File: config.mk
export PLATFORM = sky130hd
export DESIGN_NAME = sck_accum_gen
export DESIGN_NICKNAME = d
export VERILOG_FILES = /design/src/rtl/sckgen_pkg.sv /design/src/rtl/sckgen_phase_accum.sv /design/src/rtl/sckgen_ctrl_fsm.sv /design/src/rtl/sckgen_edge_map.sv /design/src/rtl/sck_accum_gen.sv
export SDC_FILE = /design/constraint.sdc
export NUM_CORES = 1
export LEC_CHECK = 0
export BUFFER_PORTS_ARGS = -buffer_cell sky130_fd_sc_hd__buf_2
export CORE_MARGIN = 2
export CORE_UTILIZATION = 30
export CTS_CLUSTER_DIAMETER = 200
export DETAILED_ROUTE_END_ITERATION = 12
export SLEW_MARGIN = 20
export SYNTH_ARGS = -nofsm -noshare
export SYNTH_HDL_FRONTEND = slang
export SYNTH_SLANG_ARGS = --single-unit
File: constraint.sdc
create_clock -name clk_ref -period 4.67 [get_ports clk_ref]
set_input_delay 0.934 -clock clk_ref [delete_from_list [all_inputs] [get_ports clk_ref]]
set_output_delay 0.934 -clock clk_ref [all_outputs]
set_load 0.02 [all_outputs]
File: src/rtl/sckgen_pkg.sv
`timescale 1ns/1ps
package sckgen_pkg;

    typedef enum logic [1:0] {
        ST_IDLE  = 2'd0,
        ST_GATED = 2'd1,
        ST_ARM   = 2'd2,
        ST_RUN   = 2'd3
    } sck_state_e;

endpackage

File: src/rtl/sckgen_phase_accum.sv
`timescale 1ns/1ps
module sckgen_phase_accum #(
    parameter int FREQ_W  = 14,
    parameter int PHASE_W = 11
) (
    input  logic               clk_ref,
    input  logic               rst_n,
    input  logic [FREQ_W-1:0]  freq_word,
    input  logic               restart,
    output logic               lvl_next,
    output logic               cross_half,
    output logic               cross_full,
    output logic               wrap_raw
);

    localparam int SUM_W = PHASE_W + 1;
    localparam logic [SUM_W-1:0] HALF_STEP = SUM_W'(1) << (PHASE_W - 1);

    logic [PHASE_W-1:0] acc_q;
    logic [PHASE_W-1:0] acc_d;
    logic [SUM_W-1:0]   step;
    logic [SUM_W-1:0]   sum;

    generate
        if (FREQ_W >= PHASE_W) begin : g_clamp
            localparam logic [FREQ_W-1:0] HALF_F = FREQ_W'(1) << (PHASE_W - 1);
            always_comb begin
                if (freq_word >= HALF_F) step = HALF_STEP;
                else                     step = SUM_W'(freq_word);
            end
        end else begin : g_narrow
            always_comb step = SUM_W'(freq_word);
        end
    endgenerate

    always_comb begin
        sum        = {1'b0, acc_q} + step;
        wrap_raw   = sum[PHASE_W];
        cross_half = !restart && !acc_q[PHASE_W-1] && sum[PHASE_W-1];
        cross_full = !restart && sum[PHASE_W];
        acc_d      = restart ? '0 : sum[PHASE_W-1:0];
        lvl_next   = acc_d[PHASE_W-1];
    end

    always_ff @(posedge clk_ref or negedge rst_n) begin
        if (!rst_n) acc_q <= '0;
        else        acc_q <= acc_d;
    end

    // with the step limited to half the modulus a wrap always lands in the lower half
    a_r2_wrap_lands_low: assert property (@(posedge clk_ref) disable iff (!rst_n)
        cross_full |=> !acc_q[PHASE_W-1]);

endmodule

File: src/rtl/sckgen_ctrl_fsm.sv
`timescale 1ns/1ps
module sckgen_ctrl_fsm
    import sckgen_pkg::*;
(
    input  logic       clk_ref,
    input  logic       rst_n,
    input  logic       active,
    input  logic       gate_en,
    input  logic       restart,
    input  logic       wrap,
    output sck_state_e state_q,
    output sck_state_e state_d
);

    always_ff @(posedge clk_ref or negedge rst_n) begin
        if (!rst_n) state_q <= ST_IDLE;
        else        state_q <= state_d;
    end

    always_comb begin
        state_d = state_q;
        unique case (state_q)
            ST_IDLE: begin
                if (active) begin
                    if (!gate_en)     state_d = ST_GATED;
                    else if (restart) state_d = ST_RUN;
                    else              state_d = ST_ARM;
                end
            end
            ST_GATED: begin
                if (!active)      state_d = ST_IDLE;
                else if (gate_en) state_d = restart ? ST_RUN : ST_ARM;
            end
            ST_ARM: begin
                if (!active)              state_d = ST_IDLE;
                else if (!gate_en)        state_d = ST_GATED;
                else if (restart || wrap) state_d = ST_RUN;
            end
            ST_RUN: begin
                if (!active)       state_d = ST_IDLE;
                else if (!gate_en) state_d = ST_GATED;
            end
            default: state_d = ST_IDLE;
        endcase
    end

    // the running state is only reached with the gate open
    a_r7_run_needs_gate: assert property (@(posedge clk_ref) disable iff (!rst_n)
        (state_q == ST_RUN) |-> $past(gate_en));

endmodule

File: src/rtl/sckgen_edge_map.sv
`timescale 1ns/1ps
module sckgen_edge_map
    import sckgen_pkg::*;
(
    input  logic       clk_ref,
    input  logic       rst_n,
    input  sck_state_e state_q,
    input  sck_state_e state_d,
    input  logic       lvl_next,
    input  logic       cross_half,
    input  logic       cross_full,
    input  logic       cpol,
    input  logic       launch_rise,
    input  logic       latch_rise,
    input  logic       async_in,
    output logic       sck_q,
    output logic       launch_q,
    output logic       latch_q
);

    logic run_d, in_run;
    logic lead_ev, trail_ev, rise_ev, fall_ev;
    logic launch_ev, latch_ev, latch_dly_q;

    always_comb begin
        run_d     = (state_d == ST_RUN);
        in_run    = (state_q == ST_RUN) && run_d;
        lead_ev   = in_run && cross_half;
        trail_ev  = in_run && cross_full;
        rise_ev   = cpol ? trail_ev : lead_ev;
        fall_ev   = cpol ? lead_ev  : trail_ev;
        launch_ev = launch_rise ? rise_ev : fall_ev;
        latch_ev  = latch_rise  ? rise_ev : fall_ev;
    end

    always_ff @(posedge clk_ref or negedge rst_n) begin
        if (!rst_n) begin
            sck_q       <= 1'b0;
            launch_q    <= 1'b0;
            latch_q     <= 1'b0;
            latch_dly_q <= 1'b0;
        end else begin
            sck_q       <= run_d ? (lvl_next ^ cpol) : cpol;
            launch_q    <= launch_ev;
            latch_dly_q <= latch_ev;
            latch_q     <= async_in ? (latch_dly_q && run_d) : latch_ev;
        end
    end

    // a launch pulse always coincides with a pin edge
    a_r9_launch_on_edge: assert property (@(posedge clk_ref) disable iff (!rst_n)
        launch_q |-> (sck_q != $past(sck_q)));

    // a delayed latch pulse follows a pin edge by one cycle
    a_r10_async_latch_lag: assert property (@(posedge clk_ref) disable iff (!rst_n)
        (latch_q && async_in && $past(async_in)) |-> ($past(sck_q) != $past(sck_q, 2)));

    // entering the running state from arming starts at the idle level
    a_r11_arm_entry_idle: assert property (@(posedge clk_ref) disable iff (!rst_n)
        ((state_q == ST_RUN) && ($past(state_q) == ST_ARM)) |-> (sck_q == $past(cpol)));

endmodule

File: src/rtl/sck_accum_gen.sv
`timescale 1ns/1ps
module sck_accum_gen
    import sckgen_pkg::*;
#(
    parameter int FREQ_W  = 14,
    parameter int PHASE_W = 11
) (
    input  logic              clk_ref,
    input  logic              rst_n,
    input  logic              xfer_start,
    input  logic              xfer_active,
    input  logic [FREQ_W-1:0] freq_word,
    input  logic              cfg_rst_loop,
    input  logic              cfg_launch_rise,
    input  logic              cfg_latch_rise,
    input  logic              cfg_cpol,
    input  logic              cfg_gate_en,
    input  logic              cfg_async_in,
    output logic              sck,
    output logic              launch_stb,
    output logic              latch_stb
);

    logic       restart;
    logic       lvl_next, cross_half, cross_full, wrap_raw;
    sck_state_e state_q, state_d;

    assign restart = xfer_start && cfg_rst_loop;

    sckgen_phase_accum #(.FREQ_W(FREQ_W), .PHASE_W(PHASE_W)) u_accum (
        .clk_ref    (clk_ref),
        .rst_n      (rst_n),
        .freq_word  (freq_word),
        .restart    (restart),
        .lvl_next   (lvl_next),
        .cross_half (cross_half),
        .cross_full (cross_full),
        .wrap_raw   (wrap_raw)
    );

    sckgen_ctrl_fsm u_fsm (
        .clk_ref (clk_ref),
        .rst_n   (rst_n),
        .active  (xfer_active),
        .gate_en (cfg_gate_en),
        .restart (restart),
        .wrap    (wrap_raw),
        .state_q (state_q),
        .state_d (state_d)
    );

    sckgen_edge_map u_edges (
        .clk_ref     (clk_ref),
        .rst_n       (rst_n),
        .state_q     (state_q),
        .state_d     (state_d),
        .lvl_next    (lvl_next),
        .cross_half  (cross_half),
        .cross_full  (cross_full),
        .cpol        (cfg_cpol),
        .launch_rise (cfg_launch_rise),
        .latch_rise  (cfg_latch_rise),
        .async_in    (cfg_async_in),
        .sck_q       (sck),
        .launch_q    (launch_stb),
        .latch_q     (latch_stb)
    );

    // one cycle after the transfer ends the pins are idle
    a_r8_idle_after_drop: assert property (@(posedge clk_ref) disable iff (!rst_n)
        !xfer_active |=> (sck == $past(cfg_cpol) && !launch_stb && !latch_stb));

    // a closed gate yields no strobes on the next cycle
    a_r7_gate_blocks_strobes: assert property (@(posedge clk_ref) disable iff (!rst_n)
        !cfg_gate_en |=> (!launch_stb && !latch_stb));

    // a restart leaves the clock at its idle level with no launch
    a_r3_restart_phase: assert property (@(posedge clk_ref) disable iff (!rst_n)
        (restart && xfer_active && cfg_gate_en) |=> (sck == $past(cfg_cpol) && !launch_stb));

    // outputs are low while reset is held
    always_comb begin
        if (!rst_n) a_r12_reset_low: assert (!sck && !launch_stb && !latch_stb);
    end

endmodule

==> impl_metrics.toml <==
[run_status]
status = "complete, no violations"

[synth]
synth_top_family_by_area = "simple AND/OR/NAND/NOR gates"
synthArstFlopShare_pct = 100
synthAdderAreaFrac_pct = 13.1
synth_simple_gate_area_share_pct = 23.7
ys_seq_area_share_pct = 35.2
synth_xor_area_share_pct = 6.53
synth_top_cell_by_area = "dfrtp_1"
ys.flop_type = "dfrtp_1"
synth_area_um2 = 1210
yosys-top-cells-count = "dfrtp_1, nor2_1, nand2_1"
syn-num-nets = 169
synthMostInstantiatedCell = "dfrtp_1"
syn_inst = 133
synth_top_area_share_pct = 35.2
synth_seq_cells = 17
synth_area_per_cell_um2 = 9.08
synth_cell_type_count = 33
synthMuxAreaShare_pct = 1.14
synth_area_leaders = "dfrtp_1, ha_1, and2_1, xor2_1, a21oi_1"
synth_compound_area_share_pct = 17.5
yosys_warnings = 0
synth_edf_count = 0

[setup_path]
critPathBufInv = 3
path_delay_family = "simple AND/OR/NAND/NOR gates"
cp_max_fo = 11
critPathKind = "input port to flop"
cpMaxStageDelayCell = "fa_1"
critPathCaptureType = "flop"
slowest_delay_ns = 0.36
cp.required_ns = 4.81
arrival_ns = 3.30
cp-startpoint = "freq_word[13]"
crit_chain = "buf_2 > nor4_1 > buf_4 > and2_1 > ha_1 > inv_1 > fa_1 > nand2b_1 > a21oi_2 > o211ai_2 > mux2i_2 > nand4_2 > xnor2_1"
timing.rr.start = "u_accum.acc_q[0]$_DFF_PN0_"
startpoint_type = "input port"

[cells_and_area]
antenna_cells = 0
fin_area_um2 = 1450
drive_gt1_share_pct = 25.9
finalNetCount = 199
instances_no_fill = 212
area_growth_pct = 19.7
fillCellCount = 409

[place]
place_ws_ns = 1.24
port_buffers = 26
gp_congestion = 0.821
placed_area_um2 = 1400
hpwl_um = 1970
dp_cells = 208

[floorplan]
die_w_um = 67.4
initial_core_util_pct = 30.6
io_pins = 27
placementRows = 23
core_area_um2 = 3940
die_area_um2 = 4550
die_y_um = 67.4

[power_and_ir_drop]
total_power_uw = 371
p_per_area_nw_per_um2 = 257
power_switching_uw = 110
seqPwrFrac_pct = 44.6
clkPwrFrac_pct = 29.9
comb_power_share_pct = 25.5
power_leakage_nw = 0.722
ir_worst_vdd_uv = 110
p_int_uw = 261
swShare_pct = 29.6

[clock_network]
cts_sinks = 17
clk_pin_slew_ns = 0.07
cts_tree = "done"
post_cts_buffers = 0
clk-insertion-delay-late_ns = 0.25
clockBufferDepth = 2
cts_max_level = 1
numCtsBuffers = 3
cts.repair.resized = 0
ctsRootBufferMaster = "clkbuf_8"
holdBufCountCts = 0

[timing]
max_slew_margin_pct = 69.7
fmax_ghz = 0.316
fin_worst_skew_ns = 0.00201
maxSlewViolCount = 0
period_share_pct = 67.7
setup_ws_ns = 1.51
final_hold_viol_count = 0
tightest_slew_ns = 0.444
rsz0062_at_grt = "no"
final-setup-viol-count = 0
fin_setup_tns_ns = 0
final.min_clock_period_ns = 3.16

[global_routing]
grt_max_degree = 18
grt_use_total_pct = 12.6
antenna_found_initial = 0
grt_pass1_wl_um = 4360
grt_pass1_vias = 974
overflow = 0

[routing]
via_count = 990
routed_via_density = 4.67
first_iter_violations = 23
drcViolationCount = 0
dr.pass1.iters = 3
ant_nets = 0
finalWirelength_um = 2480
post_drt_wl_per_cell_um = 11.7

[min_path]
hold_path_class = "flop to flop"
hp-start = "u_edges.latch_dly_q$_DFF_PN0_"

[run]
maxCapViolCount = 0
==> metal layers <==
| layer | track usage (%) | share of wire [%] |
|---|---|---|
| met4 | 3.83 | 0.77 |
| met5 | 0 | 0 |
| met3 | 2.33 | 4.0 |
| met2 | 18.7 | 45 |
| met1 | 18.5 | 50 |
==> kinds of logic after synthesis <==
logic type                 Yosys count
muxes                                1
adders and majority gates           12
and+or+nand+nor                     55
AOI/OAI and AO/OA                   30
DFF                                 17
buffers and inverters                9
xor gates and xnor gates             9
==> worst reg2reg max path: stages, from the launching register on <==
cell and delay (ns):
dfrtp_1 0.34, ha_1 0.19, inv_1 0.06, fa_1 0.36
nand2b_1 0.20, a21oi_2 0.17, o211ai_2 0.11, mux2i_2 0.30
nand4_2 0.14, xnor2_1 0.14
==> state kept, by name, indices dropped and copies added, names as in the netlist <==
name,cells
u_edges.latch_dly_q,1
u_accum.acc_q,11
u_edges.sck_q,1
u_edges.latch_q,1
u_edges.launch_q,1
u_fsm.state_q,2
==> through the flow <==
step	hold slack, ns	util (%)
2_1_floorplan	0.485	-
3_3_place_gp	0.492	35.5
3_5_place_dp	0.508	35.5
4_1_cts	0.524	36.7
5_1_grt	0.589	36.7
6_report	0.519	36.7
==> cells in the final DEF, fill, tap and decap left out, types with 4 or more instances in the layout <==
cell type,instances
buf_2,26
dfrtp_1,17
nor2_1,14
nand2_1,13
and2_1,12
a21oi_1,11
ha_1,11
inv_1,7
xor2_1,7
nand2b_1,4
==> power by group through the flow <==
stage                     Clock (mW)  Sequential, mW  Combinational (mW)
final                          0.111           0.166              0.0947
after global routing           0.122           0.167               0.110
after CTS                      0.117           0.165              0.0959
after detailed placement           0           0.168              0.0950
after global placement             0           0.168              0.0962
after floorplan                    0           0.168              0.0669
==> area by class of cell <==
class / instances / area (um2) / share of cell area (%)
multi-input combinational: 107 / 748 / 51.8
sequential: 17 / 425 / 29.4
timing repair buffer: 27 / 138 / 9.52
tap: 50 / 62.6 / 4.33
clock buffer: 4 / 45.0 / 3.12
inverter: 7 / 26.3 / 1.82
==> path summary, 6_finish.rpt <==
| path | to | slack [ns] | cells past startpoint |
|---|---|---|---|
| max in group asynchronous | u_accum.acc_q[10]$_DFF_PN0_ | 3.79 | 1 |
| hold / removal | u_edges.latch_q$_DFF_PN0_ | 0.52 | 2 |
| setup / recovery | u_edges.sck_q$_DFF_PN0_ | 1.51 | 13 |
| min in group asynchronous | u_accum.acc_q[2]$_DFF_PN0_ | 0.60 | 1 |
| hold reg to reg | u_edges.latch_q$_DFF_PN0_ | 0.52 | 2 |
| setup reg to reg | u_edges.sck_q$_DFF_PN0_ | 2.55 | 9 |
Note: power is estimated with default switching activity, not from simulation.
